`src/rtl/ipc_mailbox_pkg.sv`:
```
package ipc_mailbox_pkg;

  localparam int WORD_W = 32;
  localparam int ADDR_W = 21;
  localparam int QDEPTH = 16;

  localparam logic [ADDR_W-1:0] OFF_SYNC = 21'h000180;
  localparam logic [ADDR_W-1:0] OFF_CTRL = 21'h000184;
  localparam logic [ADDR_W-1:0] OFF_SEND = 21'h000188;
  localparam logic [ADDR_W-1:0] OFF_RECV = 21'h100000;

  // control bit positions
  localparam int CB_TX_EMPTY = 0;
  localparam int CB_TX_FULL  = 1;
  localparam int CB_RX_EMPTY = 2;
  localparam int CB_RX_FULL  = 3;
  localparam int CB_UNDERRUN = 8;
  localparam int CB_OVERRUN  = 14;
  localparam int CB_ENABLE   = 15;

  typedef struct packed {
    logic tx_empty;
    logic tx_full;
    logic rx_empty;
    logic rx_full;
    logic underrun;
    logic overrun;
    logic enable;
  } ctrl_view_t;

  function automatic logic [WORD_W-1:0] ctrl_word(input ctrl_view_t v);
    logic [WORD_W-1:0] w;
    w = '0;
    w[CB_TX_EMPTY] = v.tx_empty;
    w[CB_TX_FULL]  = v.tx_full;
    w[CB_RX_EMPTY] = v.rx_empty;
    w[CB_RX_FULL]  = v.rx_full;
    w[CB_UNDERRUN] = v.underrun;
    w[CB_OVERRUN]  = v.overrun;
    w[CB_ENABLE]   = v.enable;
    return w;
  endfunction

  function automatic logic [WORD_W-1:0] sync_word(input logic [3:0] hi,
                                                  input logic [3:0] remote,
                                                  input logic [3:0] own);
    return {16'h0000, hi, remote, own, 4'h0};
  endfunction

endpackage

```
`src/rtl/ipc_word_queue.sv`:
```
module ipc_word_queue #(
  parameter int DEPTH = 16,
  parameter int WIDTH = 32
) (
  input  logic                     clk,
  input  logic                     rst,
  input  logic                     push,
  input  logic [WIDTH-1:0]         push_data,
  input  logic                     pop,
  output logic [WIDTH-1:0]         head,
  output logic                     empty,
  output logic                     full,
  output logic [$clog2(DEPTH):0]   wr_count,
  output logic [$clog2(DEPTH):0]   rd_count
);
  localparam int IDX_W = $clog2(DEPTH);
  localparam int PTR_W = IDX_W + 1;

  function automatic logic [PTR_W-1:0] fill_of(input logic [PTR_W-1:0] w,
                                               input logic [PTR_W-1:0] r);
    return w - r;
  endfunction

  function automatic logic [IDX_W-1:0] slot_of(input logic [PTR_W-1:0] p);
    return p[IDX_W-1:0];
  endfunction

  logic [WIDTH-1:0] mem [DEPTH];
  logic [PTR_W-1:0] wp, rp;
  logic [PTR_W-1:0] level;
  logic             push_ok, pop_ok;

  assign level   = fill_of(wp, rp);
  assign empty   = (wp == rp);
  assign full    = (level == PTR_W'(DEPTH));
  assign push_ok = push && !full;
  assign pop_ok  = pop && !empty;
  assign head    = mem[slot_of(rp)];
  assign wr_count = wp;
  assign rd_count = rp;

  always_ff @(posedge clk) begin
    if (push_ok) mem[slot_of(wp)] <= push_data;
  end

  always_ff @(posedge clk) begin
    if (rst) begin
      wp <= '0;
      rp <= '0;
    end else begin
      if (push_ok) wp <= wp + 1'b1;
      if (pop_ok)  rp <= rp + 1'b1;
    end
  end

  // fill level never exceeds the depth
  p_level_bound_r3: assert property (@(posedge clk) disable iff (rst)
    level <= PTR_W'(DEPTH));

  // a push into a full queue never advances the write pointer
  p_no_overflow_r7: assert property (@(posedge clk) disable iff (rst)
    (full && push) |=> $stable(wr_count));

endmodule

```
`src/rtl/ipc_cpu_port.sv`:
```
module ipc_cpu_port
  import ipc_mailbox_pkg::*;
(
  input  logic              clk,
  input  logic              rst,
  input  logic [ADDR_W-1:0] addr,
  input  logic              wr,
  input  logic              rd,
  input  logic [WORD_W-1:0] wdata,
  output logic [WORD_W-1:0] rdata,
  output logic              tx_push,
  output logic [WORD_W-1:0] tx_data,
  input  logic              tx_empty,
  input  logic              tx_full,
  output logic              rx_pop,
  input  logic [WORD_W-1:0] rx_head,
  input  logic              rx_empty,
  input  logic              rx_full,
  input  logic [3:0]        remote_nib,
  output logic [3:0]        own_nib,
  output logic              enable
);
  logic sel_sync, sel_ctrl, sel_send, sel_recv;
  logic ctrl_wr, sync_wr;
  logic empty_hit, full_hit;
  logic underrun, overrun;
  logic [3:0] sync_hi;
  ctrl_view_t view;

  assign sel_sync = (addr == OFF_SYNC);
  assign sel_ctrl = (addr == OFF_CTRL);
  assign sel_send = (addr == OFF_SEND);
  assign sel_recv = (addr == OFF_RECV);

  assign ctrl_wr   = wr && sel_ctrl;
  assign sync_wr   = wr && sel_sync;
  assign tx_push   = wr && sel_send && enable && !tx_full;
  assign full_hit  = wr && sel_send && enable && tx_full;
  assign tx_data   = wdata;
  assign rx_pop    = rd && sel_recv && enable && !rx_empty;
  assign empty_hit = rd && sel_recv && rx_empty;

  always_comb begin
    view.tx_empty = tx_empty;
    view.tx_full  = tx_full;
    view.rx_empty = rx_empty;
    view.rx_full  = rx_full;
    view.underrun = underrun;
    view.overrun  = overrun;
    view.enable   = enable;
  end

  always_ff @(posedge clk) begin
    if (rst) begin
      enable   <= 1'b0;
      underrun <= 1'b0;
      overrun  <= 1'b0;
      sync_hi  <= '0;
      own_nib  <= '0;
    end else begin
      if (ctrl_wr) enable <= wdata[CB_ENABLE];
      underrun <= empty_hit || (underrun && !(ctrl_wr && wdata[CB_UNDERRUN]));
      overrun  <= full_hit  || (overrun  && !(ctrl_wr && wdata[CB_OVERRUN]));
      if (sync_wr) begin
        sync_hi <= wdata[15:12];
        own_nib <= wdata[7:4];
      end
    end
  end

  always_ff @(posedge clk) begin
    if (rst) begin
      rdata <= '0;
    end else if (rd) begin
      if (sel_sync)      rdata <= sync_word(sync_hi, remote_nib, own_nib);
      else if (sel_ctrl) rdata <= ctrl_word(view);
      else if (sel_recv) rdata <= rx_empty ? '0 : rx_head;
      else               rdata <= '0;
    end
  end

  // an empty read yields zero and leaves the underrun flag set
  p_empty_read_zero_r6: assert property (@(posedge clk) disable iff (rst)
    empty_hit |=> (rdata == '0) && underrun);

  // a rejected send leaves the overrun flag set
  p_overrun_flag_r7: assert property (@(posedge clk) disable iff (rst)
    full_hit |=> overrun);

endmodule

```
`src/rtl/ipc_mailbox.sv`:
```
module ipc_mailbox
  import ipc_mailbox_pkg::*;
(
  input  logic              clk,
  input  logic              rst,
  input  logic [ADDR_W-1:0] a_addr,
  input  logic              a_wr,
  input  logic              a_rd,
  input  logic [WORD_W-1:0] a_wdata,
  output logic [WORD_W-1:0] a_rdata,
  input  logic [ADDR_W-1:0] b_addr,
  input  logic              b_wr,
  input  logic              b_rd,
  input  logic [WORD_W-1:0] b_wdata,
  output logic [WORD_W-1:0] b_rdata
);
  localparam int NSIDE = 2;
  localparam int CNT_W = $clog2(QDEPTH) + 1;

  logic [ADDR_W-1:0] addr_v  [NSIDE];
  logic              wr_v    [NSIDE];
  logic              rd_v    [NSIDE];
  logic [WORD_W-1:0] wdata_v [NSIDE];
  logic [WORD_W-1:0] rdata_v [NSIDE];

  // queue i is filled by side i and drained by the other side
  logic              q_push  [NSIDE];
  logic [WORD_W-1:0] q_data  [NSIDE];
  logic              q_pop   [NSIDE];
  logic [WORD_W-1:0] q_head  [NSIDE];
  logic              q_empty [NSIDE];
  logic              q_full  [NSIDE];
  logic [CNT_W-1:0]  q_wcnt  [NSIDE];
  logic [CNT_W-1:0]  q_rcnt  [NSIDE];
  logic [3:0]        nib     [NSIDE];
  logic              en      [NSIDE];

  assign addr_v[0] = a_addr;  assign addr_v[1] = b_addr;
  assign wr_v[0]   = a_wr;    assign wr_v[1]   = b_wr;
  assign rd_v[0]   = a_rd;    assign rd_v[1]   = b_rd;
  assign wdata_v[0] = a_wdata; assign wdata_v[1] = b_wdata;
  assign a_rdata = rdata_v[0];
  assign b_rdata = rdata_v[1];

  for (genvar i = 0; i < NSIDE; i++) begin : g_side
    localparam int PEER = NSIDE - 1 - i;

    ipc_word_queue #(.DEPTH(QDEPTH), .WIDTH(WORD_W)) u_queue (
      .clk(clk), .rst(rst),
      .push(q_push[i]), .push_data(q_data[i]), .pop(q_pop[i]),
      .head(q_head[i]), .empty(q_empty[i]), .full(q_full[i]),
      .wr_count(q_wcnt[i]), .rd_count(q_rcnt[i])
    );

    ipc_cpu_port u_port (
      .clk(clk), .rst(rst),
      .addr(addr_v[i]), .wr(wr_v[i]), .rd(rd_v[i]),
      .wdata(wdata_v[i]), .rdata(rdata_v[i]),
      .tx_push(q_push[i]), .tx_data(q_data[i]),
      .tx_empty(q_empty[i]), .tx_full(q_full[i]),
      .rx_pop(q_pop[PEER]), .rx_head(q_head[PEER]),
      .rx_empty(q_empty[PEER]), .rx_full(q_full[PEER]),
      .remote_nib(nib[PEER]), .own_nib(nib[i]), .enable(en[i])
    );

    // a disabled sender never moves its queue's write pointer
    p_send_ignored_r4: assert property (@(posedge clk) disable iff (rst)
      (wr_v[i] && addr_v[i] == OFF_SEND && !en[i]) |=> $stable(q_wcnt[i]));

    // a disabled reader never moves the peer queue's read pointer
    p_peek_keeps_r5: assert property (@(posedge clk) disable iff (rst)
      (rd_v[i] && addr_v[i] == OFF_RECV && !en[i]) |=> $stable(q_rcnt[PEER]));
  end

endmodule

```
`config.mk`:
```
export PLATFORM = sky130hd
export DESIGN_NAME = ipc_mailbox
export DESIGN_NICKNAME = d
export VERILOG_FILES = /design/src/rtl/ipc_mailbox_pkg.sv /design/src/rtl/ipc_word_queue.sv /design/src/rtl/ipc_cpu_port.sv /design/src/rtl/ipc_mailbox.sv
export SDC_FILE = /design/constraint.sdc
export NUM_CORES = 1
export LEC_CHECK = 0
export ABC_AREA = 1
export BUFFER_PORTS_ARGS = -buffer_cell sky130_fd_sc_hd__buf_2
export CAP_MARGIN = 25
export CELL_PAD_IN_SITES_DETAIL_PLACEMENT = 0
export CELL_PAD_IN_SITES_GLOBAL_PLACEMENT = 1
export CORE_MARGIN = 3
export CORE_UTILIZATION = 45
export CTS_BUF_LIST = sky130_fd_sc_hd__clkbuf_4
export DETAILED_ROUTE_END_ITERATION = 8
export HOLD_SLACK_MARGIN = 0.06
export MAX_ROUTING_LAYER = met4
export PLACE_DENSITY = 0.72
export SETUP_SLACK_MARGIN = 0.02
export SLEW_MARGIN = 30
export SYNTH_ARGS = -nofsm -noshare
export SYNTH_HDL_FRONTEND = slang
export SYNTH_SLANG_ARGS = --single-unit
```
`constraint.sdc`:
```
create_clock -name clk -period 3.21 [get_ports clk]
set_input_delay 0 -clock clk [delete_from_list [all_inputs] [get_ports clk]]
set_output_delay 0 -clock clk [all_outputs]
set_load 0.01 [all_outputs]
```
Word-level counts from Yosys, hierarchy flattened

Memories as Yosys holds them, arrays and structs flattened. A register that Yosys moved wholly into a read port is not among the register bits.
Index checks and enable logic that the tools add are counted.

$add $sub $neg: 6
Equal/unequal tests: 12
Muxes and demuxes: 16
Reductions and logical operators: 44

Operators by type and width:

| cell                                                  | number |
|---|---|
| 2-to-1 mux 32 bit                                     | 8 |
| equality test 21 x 9 -> 1 bit (second input constant) | 6 |
| equality test 21 bit (second input constant)          | 2 |
| logical AND 1 bit                                     | 32 |
| adder 5 x 1 -> 5 bit (second input constant)          | 4 |
| 2-to-1 mux 4 bit                                      | 4 |
| equality test 5 bit                                   | 2 |
| equality test 5 bit (second input constant)           | 2 |
| subtractor 5 bit                                      | 2 |
| logical NOT 1 bit                                     | 8 |
| logical OR 1 bit                                      | 4 |
| 2-to-1 mux 1 bit                                      | 4 |

Bits in registers: 106
Memory bits (writable): 1024
Input bits: 112
Output and inout bits: 64
Word-level logic and storage cells: 96
Memories kept: 2

Memories:

| name                  | words | bits a word | rd ports | clocked after memory_dff | write ports | line                 | source |
|---|---|---|---|---|---|---|---|
| g_side[0].u_queue.mem | 16    | 32          | 1        | 1                        | 1           | ipc_word_queue.sv:28 | `logic [WIDTH-1:0] mem [DEPTH];` |
| g_side[1].u_queue.mem | 16    | 32          | 1        | 1                        | 1           | ipc_word_queue.sv:28 |  |

Depth between registers and ports, before layout

Gate-level depths: netlist of run 1.

Word-level depth: 7
Depth in mapped cells: 14
Depth with buffers taken out: 14

Hierarchy

A second synthesis of run 1 with hierarchy kept.

Cell total of the unflattened synthesis: 3694
Area total of the unflattened synthesis: 46509.6 um2

Modules (own cells, without submodules):

| module         | instances | cells each | area each (um2) | sequential area each (um2) |
|---|---|---|---|---|
| ipc_word_queue | 2         | 1496       | 20673.6         | 15655.0 |
| ipc_cpu_port   | 2         | 351        | 2581.2          | 860.8 |

Least setup slack after synthesis of run 1

Ideal clock, no wire load.

Path kind: reg2reg
Start: register g_side[1].u_queue.rp[2]
End: memory g_side[1].u_queue.mem[0][0], enable pin
Library setup time: 0.421 ns
Arrival time: 2.931 ns
Required time: 2.789 ns
Setup slack: -0.142 ns
Cell stages (with the launch flop): 14
Buffers on the path: 0
Clock period less this slack: 3.352 ns
Path through: dfxtp_1 > inv_1 > ha_1 > nand2_1 > inv_1 > nand2_1 > nand2_1 > nor2_1 > nor2_1 > nand2_2 > nand2_2 > inv_2 > nand2_1 > nor2_1

Cells in the longest elaborated chain, start to end: 7

Ends and longest elaborated chain:

| what                                       | line                                     | source |
|---|---|---|
| start, declared                            | ipc_word_queue.sv:29                     | `logic [PTR_W-1:0] wp, rp;` |
| start signal, assigned                     | ipc_word_queue.sv:52                     | `if (pop_ok) rp <= rp + 1'b1;` |
| subtractor 5 bit (*)                       | ipc_word_queue.sv:21                     | `return w - r;` |
| equality test 5 bit (*)                    | ipc_word_queue.sv:35                     | `assign full = (level == PTR_W'(DEPTH));` |
| logical NOT 1 bit (*)                      | ipc_word_queue.sv:36, ipc_cpu_port.sv:37 |  |
| logical AND 1 bit                          | ipc_cpu_port.sv:37                       | `assign tx_push = wr && sel_send && enable && !tx_full;` |
| logical AND 1 bit (*)                      | ipc_word_queue.sv:36                     | `assign push_ok = push && !full;` |
| 2-to-1 mux 1 bit (*)                       | ipc_word_queue.sv:43                     | `if (push_ok) mem[slot_of(wp)] <= push_data;` |
| 2-to-1 mux 1 bit (implied by the code) (*) | ipc_word_queue.sv:43                     |  |
| end, declared                              | ipc_word_queue.sv:28                     |  |

Every way passes the cells marked *; elsewhere a longest branch is shown, timed or not.

Worst setup path after layout of run 1

Start: input a_addr[4]
End: register g_side[0].u_port.rdata[1]

Cells in the longest elaborated chain, start to end: 4
Elaborated cells on any way between the ends: 6
Those cells by class: 3 x eq/ne; 3 x mux

Ends and longest elaborated chain:

| what                  | line               | source |
|---|---|---|
| start, declared       | ipc_mailbox.sv:6   | `input logic [ADDR_W-1:0] a_addr,` |
| equality test 21 bit  | ipc_cpu_port.sv:33 | `assign sel_recv = (addr == OFF_RECV);` |
| 2-to-1 mux 32 bit     | ipc_cpu_port.sv:77 | `else if (sel_recv) rdata <= rx_empty ? '0 : rx_head;` |
| 2-to-1 mux 32 bit     | ipc_cpu_port.sv:76 | `else if (sel_ctrl) rdata <= ctrl_word(view);` |
| 2-to-1 mux 32 bit (*) | ipc_cpu_port.sv:75 | `if (sel_sync) rdata <= sync_word(sync_hi, remote_nib, own_nib);` |
| end signal, assigned  | ipc_cpu_port.sv:75 |  |
| end signal, assigned  | ipc_cpu_port.sv:76 |  |
| end signal, assigned  | ipc_cpu_port.sv:77 |  |
| end, declared         | ipc_cpu_port.sv:10 | `output logic [WORD_W-1:0] rdata,` |

Marks and branches as above.
A chain may end at the register's enable or synchronous reset.

==> metrics, run 1 <==
row count between 100 and 150; CP Data Required Time ~4300 ps; height of the die 328 um; post-DP HPWL approximately 74 mm; first-pass GRT wire length between 150 and 200 mm; drt drc 0; Slew Limit Fails 0; initial core utilization 0.456; most common library cells after synthesis edfxtp_1 (1,024), nor2_1 (722), nand2_1 (539), o21ai_0 (470), nand3_1 (267); dpl ws around 320 ps; gpl congestion 0.816; syn_nets 4,182; Top FF cell, synth edfxtp_1; yosys warns 0; clk_skew 103 ps; share of cells above drive strength 1 0.182; fin cells 6,290; worst hold slack 37.5 ps; reg2reg start g_side[1].u_port.enable$_SDFFE_PP0N_; largest net degree at the start of global routing 160; vias per inst 5.29; final hold viol count 0; CP max FO 4; Seq cells post-synth between 1,000 and 1,500; CP top delay family buffers and inverters; final setup fails 0; total congestion overflow 0; Clock Sinks ~1,100; Max Cap Viol 0; DIE WIDTH 328 um; Worst Path Buf+Inv 7; post-synth cell types 42; P per Cell Area 522 nW/um2; hold_sp a_addr[17]; crit-path cells dlygate4sd3_1, buf_2, dlygate4sd3_1, nor2_4, dlygate4sd3_1, nand3_1, nor2_4, nand3_1, dlygate4sd3_1, nor2_1, dlygate4sd3_1, inv_1, nand2_1, nand2_1, a21oi_1; Critical Path Sink Type flop; antenna violations before repair 5; synthesized area per cell 11.5 um2; router iterations before antenna repair 5; worst-case headroom to the max-slew limit 0.369; Die Footprint 108,000 um2; WL final ~130 mm; Root Buffer clkbuf_4; Port Buf Inserts about 180; Synth Cell Area approximately 47,000 um2; WL/cell 21.0 um; Peak Freq 0.320 GHz; setup_tns 0 ps; Worst EP arrival 4190 ps; number of synthesized flops with an enable pin 1,024; Syn Inst Count about 4,100; top cells by area, synth edfxtp_1 (66%), nor2_1 (5.8%), o21ai_0 (5.0%); Final min period roughly 3100 ps; Hold Path Class in2reg; sequential area share after synthesis 0.707; vias in the first global route 33,000; Synth top area share 0.658; placed cell count 5,455; Worst-path clk slew 70 ps; Detail Route Antenna Nets 0; core area 102,000 um2; actual slew at the worst max-slew pin ~940 ps; DRT iter0 DRCs 3,021; P&R area growth vs syn 21.4%; area leader, netlist edfxtp_1; CTS max path bufs 4; Crit-path slowest cell dlygate4sd3_1; CP Launch Type primary input; total CTS buffers ~310; most numerous cell in the Yosys netlist edfxtp_1; setup slack after layout 87.1 ps; nets@finish 4,821; Tot GR Track Use 0.252; final core occ 0.554; Worst IR Drop VDD roughly 0.00032 V; Final Cycle Share 0.973; I/O pin total 176; CTS tree built; Leakage roughly 20 nW; Setup CP Type in2reg; DR vias 33,300; Clk Latency, worst-skew pair 1200 ps; Crit path largest cell delay between 600 and 700 ps; share of flip-flops with an asynchronous set or reset 0; RSZ-0062 raised after global routing no; status finished clean; Worst Setup SP a_addr[4]; htree depth 5; most frequent CP cell dlygate4sd3_1
==> final timing paths <==
check,slack [ps],cells after the start,to
worst min register to register,460,2,g_side[0].u_port.sync_hi[0]$_SDFFE_PP0P_
worst max register to register,250,9,g_side[1].u_queue.mem[8][22]$_DFFE_PP_
worst min-delay path,40,9,g_side[0].u_queue.wr_count[4]$_SDFFE_PP0P_
worst max-delay path,90,15,g_side[0].u_port.rdata[1]$_SDFFE_PP0P_
==> where the power goes <==
part | internal [mW] | total [mW] | switching [mW] | leakage (nW)
registers | 16.1 | 16.1 | 0.00762 | 10.1
logic | 0.262 | 0.698 | 0.435 | 8.01
clock network | 6.99 | 12.7 | 5.76 | 2.36
total | 23.4 | 29.6 | 6.20 | 20.5
==> state kept, by name (all words and copies together), names as in the netlist, named ones only <==
register	flops
g_side.u_port.enable	2
g_side.u_port.overrun	2
g_side.u_port.own_nib	8
g_side.u_port.rdata	64
g_side.u_port.sync_hi	8
g_side.u_port.underrun	2
g_side.u_queue.mem	1024
g_side.u_queue.rd_count	10
g_side.u_queue.wr_count	10
==> timing repair <==
item                                    4_1_cts  5_1_grt
hold buffers                                285        2
endpoints found under the setup margin        0       63
resized for setup                             0       14
buffers inserted                              0        7
endpoints found under the hold margin      1701       48
==> cell usage in the layout (no fill, tap or decap), types with 5 or more instances in the layout <==
cell type	n
dlymetal6s4s_1	5
nor2_4	36
nor2_2	9
nand2_1	539
dfxtp_2	5
clkinv_1	35
buf_4	50
nor3_2	5
inv_1	197
a21oi_1	122
edfxtp_1	1024
buf_12	58
nand3_1	267
inv_2	12
buf_2	176
o211ai_1	206
or2_2	11
dfxtp_1	107
clkbuf_4	486
o21ai_1	9
nand4_1	18
a21oi_2	10
o21ai_0	470
xor2_1	8
dlygate4sd3_1	275
ha_1	18
xnor2_1	5
nor2_1	688
nor3_1	12
nand2_2	13
diode_2	14
==> area by class of cell <==
type                            count  area [um2]
Clock inverter                     45         234
Sequential cell                  1138       33000
Inverter                          210         811
Tap cell                         1368        1710
Clock buffer                      486        3650
Antenna cell                       14        35.0
Fill cell                        8715       45600
Timing Repair Buffer              565        5260
Multi-Input combinational cell   2464       11900
==> cells by family (layout without fill, tap and decap cells) <==
family	after synthesis	count (layout)	synth area share
xor+xnor	14	14	0.00279
buf+inv	450	1306	0.0425
simple gates	1612	1612	0.143
flops	1138	1138	0.707
fa+ha+maj	18	18	0.00482
compound gates	820	820	0.0998
other cells	0	14	0
==> tightest hold or removal path: cells and delay by family <==
kind / cells / cell delay (ps)
buf+inv: 2 / 630
compound gates: 1 / 60
simple gates: 6 / 470
==> layer usage <==
| layer | vias to the layer above | wire [um] | GRT usage |
|---|---|---|---|
| li1 | 15800 | - | - |
| met1 | 16200 | 55600 | 0.318 |
| met2 | 1056 | 65800 | 0.417 |
| met3 | 247 | 7190 | 0.0401 |
| met4 | 0 | 3270 | 0.0822 |
| met5 | - | 0 | - |
==> through the flow <==
step / power, mW / area [um2]
4_1_cts: 29.9 / 56600
3_5_place_dp: 16.9 / 49800
5_1_grt: 30.8 / 56700
2_1_floorplan: 16.5 / 46800
6_report: 29.6 / 56700
3_3_place_gp: 16.9 / 49800
No activity file was read; power rests on OpenSTA's default activity.
==> inputs of run 2 (changes only) <==
Settings changed: CTS_CLUSTER_DIAMETER from default to 150, GPL_TIMING_DRIVEN from default to 0.
==> metrics, run 2 (synthesized netlist as in run 1, its figures left out) <==
DR vias 35,500 (was 33,300); CP Launch Type flop (was primary input); vias per inst 5.45 (was 5.29); P&R area growth vs syn 24.8% (was 21.4%); commonest non-fill, non-tap cell in the layout edfxtp_1 (unchanged); Slew Limit Fails 0 (unchanged); Hold Path Class in2reg (unchanged); Final Cycle Share 0.985 (was 0.973); gpl congestion 0.864 (was 0.816); Leakage 21.2 nW (was 20.5 nW); total CTS buffers 309 (was 312); Clock Sinks 1,138 (unchanged); CTS max path bufs 4 (unchanged); I/O pin total 176 (unchanged); largest net degree at the start of global routing 19 (was 160); CTS tree built (unchanged); height of the die 328 um (unchanged); antenna violations before repair 10 (was 5); DRT iter0 DRCs 3,981 (was 3,021); worst hold slack 175 ps (was 37.5 ps); actual slew at the worst max-slew pin 1120 ps (was 943 ps); Root Buffer clkbuf_4 (unchanged); core area 102,000 um2 (unchanged); Clk Latency, worst-skew pair 1190 ps (was 1200 ps); RSZ-0062 raised after global routing yes (was no); WL final 158 mm (was 132 mm); Tot GR Track Use 0.299 (was 0.252); nets@finish 5,057 (was 4,821); drt drc 0 (unchanged); Port Buf Inserts 174 (was 175); Worst EP arrival 4000 ps (was 4190 ps); final setup fails 0 (unchanged); Peak Freq 0.316 GHz (was 0.320 GHz); biggest registers after layout g_side.u_queue.mem: 1024 flops, g_side.u_port.rdata: 64 flops (unchanged); router iterations before antenna repair 6 (was 5); Worst-path clk slew 60 ps (was 70 ps); worst-case headroom to the max-slew limit 0.253 (was 0.369); Max Cap Viol 0 (unchanged); initial core utilization 0.456 (unchanged); clk_skew 95.6 ps (was 103 ps); Final min period 3160 ps (was 3120 ps); P per Cell Area 504 nW/um2 (was 522 nW/um2); post-DP HPWL 103 mm (was 74.5 mm); status finished clean (unchanged); share of cells above drive strength 1 0.195 (was 0.182); row count 117 (unchanged); number of flip-flops in the largest register 1,024 (unchanged); CP max FO 15 (was 4); most frequent cells in the layout edfxtp_1 (1,024), nor2_1 (686), nand2_1 (539) (was edfxtp_1 (1,024), nor2_1 (688), nand2_1 (539)); Worst IR Drop VDD 0.000355 V (was 0.000316 V); Critical Path Sink Type flop (unchanged); Crit path largest cell delay 540 ps (was 640 ps); final hold viol count 0 (unchanged); total congestion overflow 0 (unchanged); Setup CP Type reg2reg (was in2reg); Crit-path slowest cell dfxtp_1 (was dlygate4sd3_1); DIE WIDTH 328 um (unchanged); dpl ws -45.5 ps (was 317 ps); Die Footprint 108,000 um2 (unchanged); vias in the first global route 34,900 (was 33,000); Final Power 29.4 mW (was 29.6 mW); Detail Route Antenna Nets 0 (unchanged); crit-path cells ha_1, a21oi_1, nand2_1, nor2_1, nor2_1, nand2_2, and2_1, nand2_1, nor2_4, buf_16, buf_16 (was dlygate4sd3_1, buf_2, dlygate4sd3_1, nor2_4, dlygate4sd3_1, nand3_1, nor2_4, nand3_1, dlygate4sd3_1, nor2_1, dlygate4sd3_1, inv_1, nand2_1, nand2_1, a21oi_1); Biggest register g_side.u_queue.mem (unchanged); WL/cell 24.2 um (was 21.0 um); first-pass GRT wire length 227 mm (was 200 mm); htree depth 5 (unchanged); CP Data Required Time 4050 ps (was 4270 ps); setup slack after layout 47.2 ps (was 87.1 ps)
==> run 2: cell types whose count changed in the layout (fill, tap and decap cells not counted), moves of 14 or more <==
cell      before  now
buf_12        58   11
buf_16         0   58
buf_2        176  259
clkbuf_1       0  104
clkbuf_2       0   14
clkbuf_4     486  465
==> run 2: repair_timing <==
item                                   4_1_cts  5_1_grt
endpoints found under the hold margin     1640       18
setup endpoints to repair                  131      283
pin swaps                                   14       16
hold buffers                               276        1
setup buffers                               17       36
resized for setup                            0       14
==> run 2: metrics by stage <==
stage / instance area [um2] / util / cells / setup TNS (ps)
after global routing: 58300 / 0.569 / 6509 / -208
after global placement: 49300 / 0.482 / 5594 / -1599530
after CTS: 57900 / 0.566 / 6465 / 0
after floorplan: 46800 / - / 4052 / -62980
final: 58300 / 0.570 / 6516 / 0
after detailed placement: 51200 / 0.501 / 5658 / -2130
==> run 2: critical path, delay by kind of cell (launching register included) <==
| family | cells | cell delay [ps] |
|---|---|---|
| adder cells (fa/ha/maj) | 1 | 350 |
| AND/OR/NAND/NOR | 7 | 1310 |
| AO/OA/AOI/OAI | 1 | 220 |
| buffers and inverters | 2 | 390 |
| flip-flops | 1 | 540 |
==> run 2: cell type report <==
| type | instances | area [um2] |
|---|---|---|
| Clock buffer | 465 | 3490 |
| Inverter | 210 | 796 |
| Timing Repair Buffer | 564 | 5800 |
| Fill cell | 8567 | 44000 |
| Antenna cell | 18 | 45.0 |
| Sequential cell | 1138 | 33000 |
| Clock inverter | 49 | 248 |
| Multi-Input combinational cell | 2464 | 12000 |
| Buffer | 240 | 1190 |
| Tap cell | 1368 | 1710 |
==> run 2: worst paths after layout <==
check        slack, ps                                    endpoint                                        from  cells after the start
max                 50      g_side[0].u_queue.mem[2][16]$_DFFE_PP_  g_side[0].u_queue.wr_count[3]$_SDFFE_PP0P_                     11
min                170  g_side[1].u_queue.rd_count[4]$_SDFFE_PP0P_                                   a_addr[5]                     10
min reg2reg        460    g_side[0].u_port.sync_hi[2]$_SDFFE_PP0P_    g_side[0].u_port.sync_hi[2]$_SDFFE_PP0P_                      2
max reg2reg         50      g_side[0].u_queue.mem[2][16]$_DFFE_PP_  g_side[0].u_queue.wr_count[3]$_SDFFE_PP0P_                     11
==> run 2: power by group <==
part           internal, mW  total (mW)  leakage, nW  switching [mW]
Combinational         0.263       0.677         8.82           0.414
Sequential             16.1        16.1         10.1          0.0160
Clock                  6.71        12.6         2.27            5.84
Total                  23.1        29.4         21.2            6.27
==> run 2: layer usage <==
layer | up-vias | global-route usage | wire length (um)
met5 | - | - | 0
met4 | 0 | 0.120 | 5880
met3 | 355 | 0.0557 | 12900
met2 | 1745 | 0.485 | 76800
met1 | 17100 | 0.372 | 62100
li1 | 16300 | - | -
